**src/rtl/irqagg_pkg.sv**
```systemverilog
package irqagg_pkg;
  localparam int BANK_W = 32;
  localparam int N_BANK = 2;
  localparam logic [11:0] OFF_EN_LO = 12'h000;
  localparam logic [11:0] OFF_EN_HI = 12'h004;
  localparam logic [11:0] OFF_MK_LO = 12'h008;
  localparam logic [11:0] OFF_MK_HI = 12'h00C;
  localparam logic [11:0] OFF_PD_LO = 12'h030;
  localparam logic [11:0] OFF_PD_HI = 12'h034;

  // Bits of a bank that correspond to an implemented source.
  function automatic logic [BANK_W-1:0] impl_bits(int nsrc, int bank);
    logic [BANK_W-1:0] m;
    m = '0;
    for (int i = 0; i < BANK_W; i++)
      if (bank * BANK_W + i < nsrc) m[i] = 1'b1;
    return m;
  endfunction

  // Qualification of one bank: raw AND enabled AND not masked.
  function automatic logic [BANK_W-1:0] qualify(logic [BANK_W-1:0] raw,
                                                logic [BANK_W-1:0] en,
                                                logic [BANK_W-1:0] mk);
    return raw & en & ~mk;
  endfunction
endpackage

```
**src/rtl/irqagg_bank.sv**
```systemverilog
module irqagg_bank
  import irqagg_pkg::*;
#(
  parameter int NUM_SRC = 40,
  parameter int BANK    = 0
) (
  input  logic              clk,
  input  logic              rst_n,
  input  logic              en_we,
  input  logic              mk_we,
  input  logic [BANK_W-1:0] wdata,
  output logic [BANK_W-1:0] en_q,
  output logic [BANK_W-1:0] mk_q
);
  localparam logic [BANK_W-1:0] IMPL = impl_bits(NUM_SRC, BANK);

  // Storage exists only for implemented sources.
  for (genvar i = 0; i < BANK_W; i++) begin : g_bit
    if (IMPL[i]) begin : g_ff
      logic en_r, mk_r;
      always_ff @(posedge clk or negedge rst_n) begin
        if (!rst_n) begin
          en_r <= 1'b0;
          mk_r <= 1'b0;
        end else begin
          if (en_we) en_r <= wdata[i];
          if (mk_we) mk_r <= wdata[i];
        end
      end
      assign en_q[i] = en_r;
      assign mk_q[i] = mk_r;
    end else begin : g_none
      assign en_q[i] = 1'b0;
      assign mk_q[i] = 1'b0;
    end
  end

  AST_EN_LOAD: assert property (@(posedge clk) disable iff (!rst_n)
    en_we |=> en_q == ($past(wdata) & IMPL));
  AST_MK_LOAD: assert property (@(posedge clk) disable iff (!rst_n)
    mk_we |=> mk_q == ($past(wdata) & IMPL));
  AST_EN_HOLD: assert property (@(posedge clk) disable iff (!rst_n)
    !en_we |=> $stable(en_q));
  AST_MK_HOLD: assert property (@(posedge clk) disable iff (!rst_n)
    !mk_we |=> $stable(mk_q));
endmodule

```
**src/rtl/irqagg_status.sv**
```systemverilog
module irqagg_status
  import irqagg_pkg::*;
#(
  parameter int NUM_SRC = 40
) (
  input  logic [NUM_SRC-1:0]              src_irq,
  input  logic [N_BANK-1:0][BANK_W-1:0]   en_q,
  input  logic [N_BANK-1:0][BANK_W-1:0]   mk_q,
  output logic [N_BANK-1:0][BANK_W-1:0]   pend,
  output logic                            irq
);
  localparam int FULL_W = N_BANK * BANK_W;
  logic [FULL_W-1:0] src_w;
  assign src_w = FULL_W'(src_irq);

  for (genvar b = 0; b < N_BANK; b++) begin : g_bank
    assign pend[b] = qualify(src_w[b*BANK_W +: BANK_W], en_q[b], mk_q[b]);
  end

  assign irq = |pend;
endmodule

```
**src/rtl/irqagg_top.sv**
```systemverilog
module irqagg_top
  import irqagg_pkg::*;
#(
  parameter int NUM_SRC = 40,
  parameter int ADDR_W  = 12
) (
  input  logic               pclk,
  input  logic               presetn,
  input  logic               psel,
  input  logic               penable,
  input  logic               pwrite,
  input  logic [ADDR_W-1:0]  paddr,
  input  logic [31:0]        pwdata,
  output logic [31:0]        prdata,
  output logic               pready,
  output logic               pslverr,
  input  logic [NUM_SRC-1:0] src_irq,
  output logic               irq_out
);
  logic                          wr_acc, rd_acc;
  logic                          hit_en_lo, hit_en_hi, hit_mk_lo, hit_mk_hi;
  logic                          hit_pd_lo, hit_pd_hi, addr_hit;
  logic [N_BANK-1:0]             en_we, mk_we;
  logic [N_BANK-1:0][BANK_W-1:0] en_q, mk_q, pend;

  assign wr_acc = psel && penable && pwrite;
  assign rd_acc = psel && penable && !pwrite;

  assign hit_en_lo = (paddr == ADDR_W'(OFF_EN_LO));
  assign hit_en_hi = (paddr == ADDR_W'(OFF_EN_HI));
  assign hit_mk_lo = (paddr == ADDR_W'(OFF_MK_LO));
  assign hit_mk_hi = (paddr == ADDR_W'(OFF_MK_HI));
  assign hit_pd_lo = (paddr == ADDR_W'(OFF_PD_LO));
  assign hit_pd_hi = (paddr == ADDR_W'(OFF_PD_HI));
  assign addr_hit  = hit_en_lo | hit_en_hi | hit_mk_lo | hit_mk_hi |
                     hit_pd_lo | hit_pd_hi;

  assign en_we = {wr_acc && hit_en_hi, wr_acc && hit_en_lo};
  assign mk_we = {wr_acc && hit_mk_hi, wr_acc && hit_mk_lo};

  for (genvar b = 0; b < N_BANK; b++) begin : g_bank
    irqagg_bank #(.NUM_SRC(NUM_SRC), .BANK(b)) u_bank (
      .clk   (pclk),
      .rst_n (presetn),
      .en_we (en_we[b]),
      .mk_we (mk_we[b]),
      .wdata (pwdata),
      .en_q  (en_q[b]),
      .mk_q  (mk_q[b])
    );
  end

  irqagg_status #(.NUM_SRC(NUM_SRC)) u_status (
    .src_irq (src_irq),
    .en_q    (en_q),
    .mk_q    (mk_q),
    .pend    (pend),
    .irq     (irq_out)
  );

  always_comb begin
    prdata = '0;
    unique case (1'b1)
      hit_en_lo: prdata = en_q[0];
      hit_en_hi: prdata = en_q[1];
      hit_mk_lo: prdata = mk_q[0];
      hit_mk_hi: prdata = mk_q[1];
      hit_pd_lo: prdata = pend[0];
      hit_pd_hi: prdata = pend[1];
      default:   prdata = '0;
    endcase
  end

  assign pready  = 1'b1;
  assign pslverr = 1'b0;

  AST_PEND_LO_READ: assert property (@(posedge pclk) disable iff (!presetn)
    (rd_acc && hit_pd_lo) |-> prdata == pend[0]);
  AST_PEND_HI_READ: assert property (@(posedge pclk) disable iff (!presetn)
    (rd_acc && hit_pd_hi) |-> prdata == pend[1]);
  AST_MASKED_QUIET: assert property (@(posedge pclk) disable iff (!presetn)
    ((pend[0] & mk_q[0]) == '0) && ((pend[1] & mk_q[1]) == '0));
  AST_IRQ_NEEDS_SRC: assert property (@(posedge pclk) disable iff (!presetn)
    irq_out |-> (|src_irq));
  AST_IRQ_NEEDS_EN: assert property (@(posedge pclk) disable iff (!presetn)
    irq_out |-> (|en_q));
  AST_UNMAPPED_ZERO: assert property (@(posedge pclk) disable iff (!presetn)
    (rd_acc && !addr_hit) |-> prdata == '0);
  AST_NO_SETUP_WRITE: assert property (@(posedge pclk) disable iff (!presetn)
    (psel && !penable) |=> ($stable(en_q) && $stable(mk_q)));
endmodule

```
**config.mk**
```make
export PLATFORM = sky130hd
export DESIGN_NAME = irqagg_top
export DESIGN_NICKNAME = d
export VERILOG_FILES = /design/src/rtl/irqagg_pkg.sv /design/src/rtl/irqagg_bank.sv /design/src/rtl/irqagg_status.sv /design/src/rtl/irqagg_top.sv
export SDC_FILE = /design/constraint.sdc
export NUM_CORES = 1
export LEC_CHECK = 0
export CAP_MARGIN = 20
export CORE_AREA = 2 2 94 96
export CTS_BUF_LIST = sky130_fd_sc_hd__clkbuf_8
export CTS_CLUSTER_DIAMETER = 60
export CTS_CLUSTER_SIZE = 14
export DETAILED_ROUTE_END_ITERATION = 8
export DIE_AREA = 0 0 96 98
export GPL_TIMING_DRIVEN = 0
export MAX_ROUTING_LAYER = met4
export PLACE_DENSITY = 0.87
export RECOVER_POWER = 100
export SLEW_MARGIN = 0
export SYNTH_ARGS = -nofsm -noshare
export SYNTH_HDL_FRONTEND = slang
export SYNTH_SLANG_ARGS = --single-unit
export TNS_END_PERCENT = 5
```
**constraint.sdc**
```tcl
create_clock -name pclk -period 3.25 [get_ports pclk]
set_input_delay 0.325 -clock pclk [delete_from_list [all_inputs] [get_ports pclk]]
set_output_delay 0.325 -clock pclk [all_outputs]
set_load 0.05 [all_outputs]
```
==> Yosys cells after proc, flatten, opt, wreduce, memory -nomap -nowiden <==
Cells that the tools add are included.
{ "totals": {"inputBits": 89, "regBits": 80, "out_inout_bits": 35} }
{ "op_classes": {"muxes": 1, "n_bitwise": 6, "eq_ne": 5, "reduce_logical": 8} }
{ "ops": {"columns": ["op", "count"], "rows": [
  ["32-bit case mux with 6 select lines", 1],
  ["32-bit bitwise AND", 3],
  ["64-bit OR reduction", 1],
  ["32-bit NOT", 1],
  ["8-bit NOT with 32-bit output", 1],
  ["12-bit by 4-bit equality test with 1-bit output (second input constant)", 2],
  ["12-bit by 6-bit equality test with 1-bit output (second input constant)", 2],
  ["12-bit by 3-bit equality test with 1-bit output (second input constant)", 1],
  ["12-bit logical NOT", 1],
  ["8-bit bitwise AND", 1],
  ["1-bit logical AND", 6]
]} }

==> Logic depth before layout (Yosys ltp) <==
Gate-level depths: netlist of the first run.
{ "depth": {"depth_word": 3, "depth_mapped": 6, "ltp_nobuf": 4} }

==> By module <==
A second synthesis of the first run with hierarchy kept.
{ "hier_totals": {"hier_cells": 633, "hier_area_um2": 6576.3} }
{ "by_module_without_submodules": {"columns": ["module", "seq_area_each_um2", "instances", "cells_per_inst", "area_per_inst_um2"], "rows": [
  ["irqagg_bank at g_bank[0].u_bank", 1601.5, 1, 200, 3170.5],
  ["irqagg_top", 0.0, 1, 216, 1569.0],
  ["irqagg_bank at g_bank[1].u_bank", 400.4, 1, 99, 1147.4],
  ["irqagg_status", 0.0, 1, 118, 689.4]
]} }

==> Worst setup path after synthesis of the first run <==
OpenSTA, ideal clock, no wires.
{ "synth_timing": {"path_type": "input to output", "from": "input paddr[9]", "to": "output prdata[7]", "slack_ps": 177, "cell_stages": 5, "required_time_ps": 2925, "t_arrival_ps": 2748, "cell_sequence": "or4_4 > or3_4 > or4b_1 > clkbuf_1 > o221ai_1"} }
{ "synth_via": {"elab_chain_cells": 2, "word_cells_on_any_way": 7, "cone_classes": "5 x eq/ne; 1 x mux; 1 x reduce/logical"} }
{ "synth_rtl": {"columns": ["element", "line", "source"], "rows": [
  ["from (decl)", "irqagg_top.sv:12", "input logic [ADDR_W-1:0] paddr,"],
  ["12-bit by 6-bit equality test with 1-bit output (tied with other cells)", "irqagg_top.sv:34", "assign hit_pd_hi = (paddr == ADDR_W'(OFF_PD_HI));"],
  ["32-bit case mux with 6 select lines (*)", "irqagg_top.sv:63", "unique case (1'b1)"],
  ["to (decl)", "irqagg_top.sv:14", "output logic [31:0] prdata,"]
]} }
Mark *: on every way between the ends. The rest lies on a longest branch, timed or not.

==> Worst setup path in the final report of the first run <==
{ "layout_timing": {"from": "input paddr[9]", "to": "output prdata[0]"} }
Same word-level chain as after synthesis.

==> impl_results.md, run 1 <==
- Antenna Nets Post-Route: 0
- Startpoint Class: primary input
- Worst-path clk slew: 90 ps
- Syn Nets: 464
- Initial Util: 52.34%
- Placed Area: 5799 µm²
- Met3 routed WL: 896 µm
- Drt first pass iters: 5
- Core area: 8466 µm²
- WHS Path Cells: 1
- GP Congestion: 0.8759
- Hold Crit Class: flop to flop
- FF-to-FF setup slack: 2440 ps
- Die span in x: 96 µm
- Most frequent cell after synthesis: mux2_2
- Number of distinct library cells after synthesis: 38
- Top layer reached by signal wires: met4
- Filler cells: 602
- Status: finished, violations left
- Synth warnings: 0
- Max-cap violations: 1
- DP Worst Slack: -612.7 ps
- Hold path startpoint: g_bank[1].u_bank.g_bit[7].g_ff.mk_r$_DFFE_PN0P_
- R2r startpoint: g_bank[0].u_bank.g_bit[3].g_ff.mk_r$_DFFE_PN0P_
- Vias/cell: 6.173
- Reg area: 2002 µm²
- WP data required: 2920 ps
- Flops & latches, synth: 80
- IO Pins: 124
- Slew Limit Fails: 41
- Setup CP Type: primary input to primary output
- Per-cell routed wire length: 20.39 µm
- Mean area per synthesized cell: 11.81 µm²
- First-pass GRT wire length: 19,760 µm
- Post-synth top area cell: dfrtp_1
- Drt drc: 0
- Area of the multi-input gates: 2287 µm²
- Detailed Route WL: 12,700 µm
- Minimum clock period after layout: 3273 ps
- Post-layout worst setup margin: -22.86 ps
- Internal cell power: 0.001565 W
- Sw frac: 23.43%
- Longest Clk Path Bufs: 2
- DP HPWL: 9357 µm
- Combinational share of power: 9.9%
- Final Core Density: 71.16%
- Post-Syn Area: 4430 µm²
- Syn Inst Count: 375
- M1 WL: 5058 µm
- Grt total ovfl: 0
- Synth top area share: 45.18%
- Met2 WL: 6329 µm
- Worst skew pair latency: 350 ps
- Hold EP: g_bank[1].u_bank.g_bit[7].g_ff.mk_r$_DFFE_PN0P_
- Final Skew: 0 ps
- Layout cell share with drive strength beyond 1: 28.54%
- Register area share after synthesis: 45.18%
- Iter 0 DRT Violations: 251
- Power density over cell area: 339.2 nW/µm²
- Design Power: 0.002043 W
- Crit-path max FO: 7
- Vias post-DR: 3,846
- Design area: 6025 µm²
- Area growth syn-to-layout: 35.98%
- Hold WS: 531.1 ps
- # setup viols final: 1
- Post-CTS Setup Inserts: 0
- Die footprint: 9408 µm²
- CTS H-tree lvls: 3
- Main synth FF type: dfrtp_1
- CTS Buf Count: 9
- FF-to-FF End: g_bank[0].u_bank.g_bit[3].g_ff.mk_r$_DFFE_PN0P_
- Fraction of registers with async set/reset: 100.0%
- Largest net degree at the start of global routing: 42
- Gr usage total: 28.51%
- Initial antenna violation count: 0
- TritonCTS Sinks: 80
- Post-synth EDFFs: 0
- Die Y: 98 µm
- Commonest cells in the netlist: mux2_2 (86), dfrtp_1 (80), nand3b_1 (32)
- Vias in the first global route: 3,974
- Root Driver: clkbuf_8
- Reg power frac: 48.8%
- Fmax: 305.5 MHz
- Leakage power: 2.663 nW
- Failing checks: max-capacitance violations, max-slew violations, negative setup slack
- CP Capture Type: primary output
- Largest cells by area after synthesis: dfrtp_1 (45%), mux2_2 (22%), a32o_1 (5.4%)
- Fin crit share: 100.7%
- R2r worst-path depth: 1
- # nets final: 599
- Relative slew margins: -41.36%
- Crit path DAT: 2950 ps
- # port buffers: 121
- Clk pwr share: 41.3%
- Antenna Cells: 0
- Final hold violation count: 0
- TritonCTS clock tree: yes
- P_sw: 0.0004787 W
- Peak VDD IR: 0.0002017 V
- Worst-Margin Slew: 2120 ps
- # rows: 34
- RSZ-0062 raised after global routing: true
==> layout by cell type, fill, tap and decap left out, types with 2 or more instances in the layout <==
cell              n
nor2_1            5
mux2_2           86
o21ai_0          27
clkbuf_8         10
dfrtp_1          80
clkdlybuf4s15_2  18
dlygate4sd2_1     4
nand2_1           2
nand4_1           2
buf_2             2
conb_1            2
a22oi_1           8
clkbuf_4          3
nor3b_1           4
clkdlybuf4s18_2   2
nand3_1           5
o2111ai_1         8
clkbuf_1         16
clkdlybuf4s50_1  88
nand2b_1         28
clkbuf_2          6
a32o_1           24
nand3b_1         32
buf_4             8
nor4_1            3
o221ai_1          7
bufinv_16         2
clkinvlp_4        3
o211ai_1          4
dlygate4sd3_1     2
inv_1             8
==> per-stage QoR <==
stage	instances	TNS, ps
6_report	623	-22.86
5_1_grt	623	-529.0
3_3_place_gp	604	-83300
3_5_place_dp	606	-15650
2_1_floorplan	375	0
4_1_cts	623	-9.204
==> power by group through the flow <==
stage / clock network (W) / registers, W / logic (W)
floorplan: 0 / 0.00102 / 0.0000421
global placement: 0 / 0.00102 / 0.000193
detailed placement: 0 / 0.00102 / 0.000201
CTS: 0.000849 / 0.000996 / 0.000204
global route: 0.000896 / 0.000997 / 0.000218
finish: 0.000844 / 0.000997 / 0.000203
==> critical path, cell delays in order <==
cell and delay, ps:
clkdlybuf4s50_1 400, or4_4 570, or3_4 410, or4b_1 510, clkbuf_2 190, o221ai_1 280, buf_4 260
==> registers in the layout (all words and copies together), names as in the netlist <==
name                           cells
g_bank.u_bank.g_bit.g_ff.en_r     40
g_bank.u_bank.g_bit.g_ff.mk_r     40
==> worst max path at each step <==
stage	endpoint	slack, ps	from
3_5_place_dp	prdata[0]	-610	paddr[9]
6_report	prdata[0]	-20	paddr[9]
3_3_place_gp	g_bank[0].u_bank.g_bit[5].g_ff.mk_r$_DFFE_PN0P_	-840	presetn
4_1_cts	prdata[0]	-9	paddr[9]
5_1_grt	prdata[0]	-40	paddr[9]
2_1_floorplan	prdata[7]	180	paddr[9]
==> cell type report <==
type	instances	share of cell area [%]
multi-input cells	262	37.96
clock buffers	10	2.285
repair buffers	124	20.33
flip-flops and latches	80	33.23
clock inverters	6	1.516
well taps	108	2.243
plain buffers	25	1.931
inverters	8	0.4984
==> routing by layer <==
layer  vias up  global-route usage, %
li1       1703                      -
met1      1922                  35.75
met2       181                  44.60
met3        40                  5.941
met4         0                  11.87
met5         -                      -
==> logic make-up after synthesis <==
family | Yosys count | share of synthesized area (%)
buffers and inverters | 33 | 3.530
multiplexers | 89 | 22.85
AND/OR/NAND/NOR | 93 | 14.80
flip-flops | 80 | 45.18
AO/OA/AOI/OAI | 78 | 13.47
other | 2 | 0.1695
==> timing repair <==
action / CTS / global route
hold endpoints to repair: 39 / 0
resized for setup: 107 / 15
cloned: 0 / 0
hold buffers: 1 / 0
endpoints found under the setup margin: 31 / 31
Power figures use the tool's default switching activity.
==> run 2, diff against run 1 <==
--- a/config.mk
+++ b/config.mk
@@ -16,6 +16,7 @@
 export MAX_ROUTING_LAYER = met4
 export PLACE_DENSITY = 0.87
 export RECOVER_POWER = 100
+export REMOVE_ABC_BUFFERS = 1
 export SLEW_MARGIN = 0
 export SYNTH_ARGS = -nofsm -noshare
 export SYNTH_HDL_FRONTEND = slang
==> run 2 against run 1 <==
Effect of this change:
- the flow finishes with violations (max-capacitance violations, max-slew violations)
- clock-buffer cell count shrank 1
- wire length decreased by 4.2%
- first-iteration DRC count shrank 29%
- sequential share of layout area up 0.24 points
- highest routed layer unchanged
- critical path depth unchanged
- core utilization fell by 0.52 points
- sequential cell count stayed put
- critical endpoint is now prdata[9]
- critical path type unchanged
- global-route usage down 1.2 points
- die area did not move
- largest cell class unchanged
- largest power group unchanged
==> impl_results.md, run 2 (same netlist as run 1, synthesis figures left out) <==
- Grt total ovfl: 0
- Status: finished, violations left
- M1 WL: 5199 µm
- Slowest CP cell: or4_4
- R2r worst-path depth: 1
- Longest Clk Path Bufs: 2
- Layout cell share with drive strength beyond 1: 26.05%
- Failing checks: max-capacitance violations, max-slew violations
- Vias post-DR: 3,686
- TritonCTS Sinks: 80
- WP data required: 2920 ps
- Per-cell routed wire length: 20.06 µm
- Area growth syn-to-layout: 34.99%
- Met3 routed WL: 671 µm
- Leakage power: 2.765 nW
- Fin crit share: 98.84%
- # rows: 34
- Slowest stage delay, CP: 700 ps
- Root Driver: clkbuf_8
- Hold Crit Class: flop to flop
- Drt first pass iters: 4
- Largest net degree at the start of global routing: 48
- Antenna Cells: 0
- Worst-path clk slew: 80 ps
- CP Capture Type: primary output
- Initial antenna violation count: 0
- Drt drc: 0
- Critical Path Source: paddr[4]
- Vias in the first global route: 3,885
- Setup CP Type: primary input to primary output
- Worst skew pair latency: 340 ps
- Die Y: 98 µm
- Core area: 8466 µm²
- Fmax: 311.3 MHz
- Final hold violation count: 0
- GP Congestion: 0.8622
- Commonest non-fill, non-tap cell in the layout: clkdlybuf4s50_1
- Relative slew margins: -35.65%
- Vias/cell: 6.072
- TritonCTS clock tree: yes
- Worst Setup EP: prdata[9]
- Largest regs: g_bank.u_bank.g_bit.g_ff.en_r: 40 flops, g_bank.u_bank.g_bit.g_ff.mk_r: 40 flops
- Initial Util: 52.34%
- Design area: 5981 µm²
- Hold path startpoint: g_bank[1].u_bank.g_bit[3].g_ff.mk_r$_DFFE_PN0P_
- Max-cap violations: 1
- # port buffers: 121
- R2r startpoint: g_bank[0].u_bank.g_bit[7].g_ff.mk_r$_DFFE_PN0P_
- Commonest cells after routing, fill and taps aside: clkdlybuf4s50_1 (88), mux2_2 (86), dfrtp_1 (80)
- FF-to-FF End: g_bank[0].u_bank.g_bit[7].g_ff.mk_r$_DFFE_PN0P_
- Crit-path max FO: 17
- First-pass GRT wire length: 19,220 µm
- FF-to-FF setup slack: 2450 ps
- Peak VDD IR: 0.0002568 V
- Detailed Route WL: 12,180 µm
- Top layer reached by signal wires: met4
- # nets final: 583
- Crit path DAT: 2890 ps
- Filler cells: 636
- Critical Path, Cell by Cell: clkdlybuf4s50_1 -> or4_4 -> buf_8 -> nor3_2 -> buf_4 -> a32o_1 -> dlygate4sd2_1
- Antenna Nets Post-Route: 0
- Power density over cell area: 345.0 nW/µm²
- Minimum clock period after layout: 3212 ps
- Die footprint: 9408 µm²
- CTS H-tree lvls: 3
- Gr usage total: 27.30%
- Setup_tns: 0 ps
- RSZ-0062 raised after global routing: true
- Placed Area: 5809 µm²
- Worst-Margin Slew: 2035 ps
- Slew Limit Fails: 34
- Met2 WL: 6173 µm
- IO Pins: 124
- DP HPWL: 8710 µm
- Iter 0 DRT Violations: 177
- CTS Buf Count: 9
- Die span in x: 96 µm
- Startpoint Class: primary input
- Final Skew: 0 ps
- # setup viols final: 0
-- run 2: final cells by class --
type	count	area [µm²]	area share (%)
multi-input cells	262	2296	38.39
flip-flops and latches	80	2002	33.47
repair buffers	133	1284	21.46
clock buffers	9	123.9	2.071
inverters	8	30.03	0.5021
well taps	108	135.1	2.259
clock inverters	7	110.1	1.841
-- run 2: critical path: cells and delay by family --
family | cells | cell delay [ps]
AND/OR/NAND/NOR | 2 | 890
buffers and inverters | 4 | 1490
AO/OA/AOI/OAI | 1 | 170
-- run 2: routing by layer --
metal | up-vias | GRT usage (%)
li1 | 1681 | -
met1 | 1864 | 34.72
met2 | 126 | 43.48
met3 | 15 | 5.710
met4 | 0 | 8.681
met5 | - | -
-- run 2: what timing repair did --
| item | CTS | global route |
|---|---|---|
| pin swaps | 2 | 0 |
| resized for setup | 60 | 1 |
| gates cloned | 0 | 0 |
| setup buffers | 2 | 0 |
| hold buffers | 1 | 0 |
| endpoints found under the setup margin | 31 | 2 |
| endpoints found under the hold margin | 33 | 0 |
-- run 2: power by group --
group | switching (W) | internal [W]
combinational | 0.0000880 | 0.000116
sequential | 0.000000950 | 0.000996
clock | 0.000358 | 0.000505
-- run 2: worst min path at each step --
stage,end,slack [ps],cells after the start
CTS,g_bank[0].u_bank.g_bit[29].g_ff.en_r$_DFFE_PN0P_,480,2
detailed placement,g_bank[0].u_bank.g_bit[29].g_ff.en_r$_DFFE_PN0P_,310,1
global route,g_bank[1].u_bank.g_bit[4].g_ff.mk_r$_DFFE_PN0P_,550,1
finish,g_bank[1].u_bank.g_bit[3].g_ff.mk_r$_DFFE_PN0P_,530,1
floorplan,g_bank[0].u_bank.g_bit[0].g_ff.en_r$_DFFE_PN0P_,30,0
global placement,g_bank[0].u_bank.g_bit[7].g_ff.mk_r$_DFFE_PN0P_,490,1
-- run 2: through the flow --
step	setup WS [ps]	power [W]	hold WS [ps]	util (%)	cells
after global routing	-49.99	0.002139	548.4	70.65	607
final	37.60	0.002064	530.5	70.65	607
after global placement	-3483	0.001204	494.7	66.75	579
after detailed placement	-758.5	0.001218	308.9	68.62	588
after floorplan	-749.6	0.001052	29.41	-	350
after CTS	3.544	0.002079	475.3	71.06	607
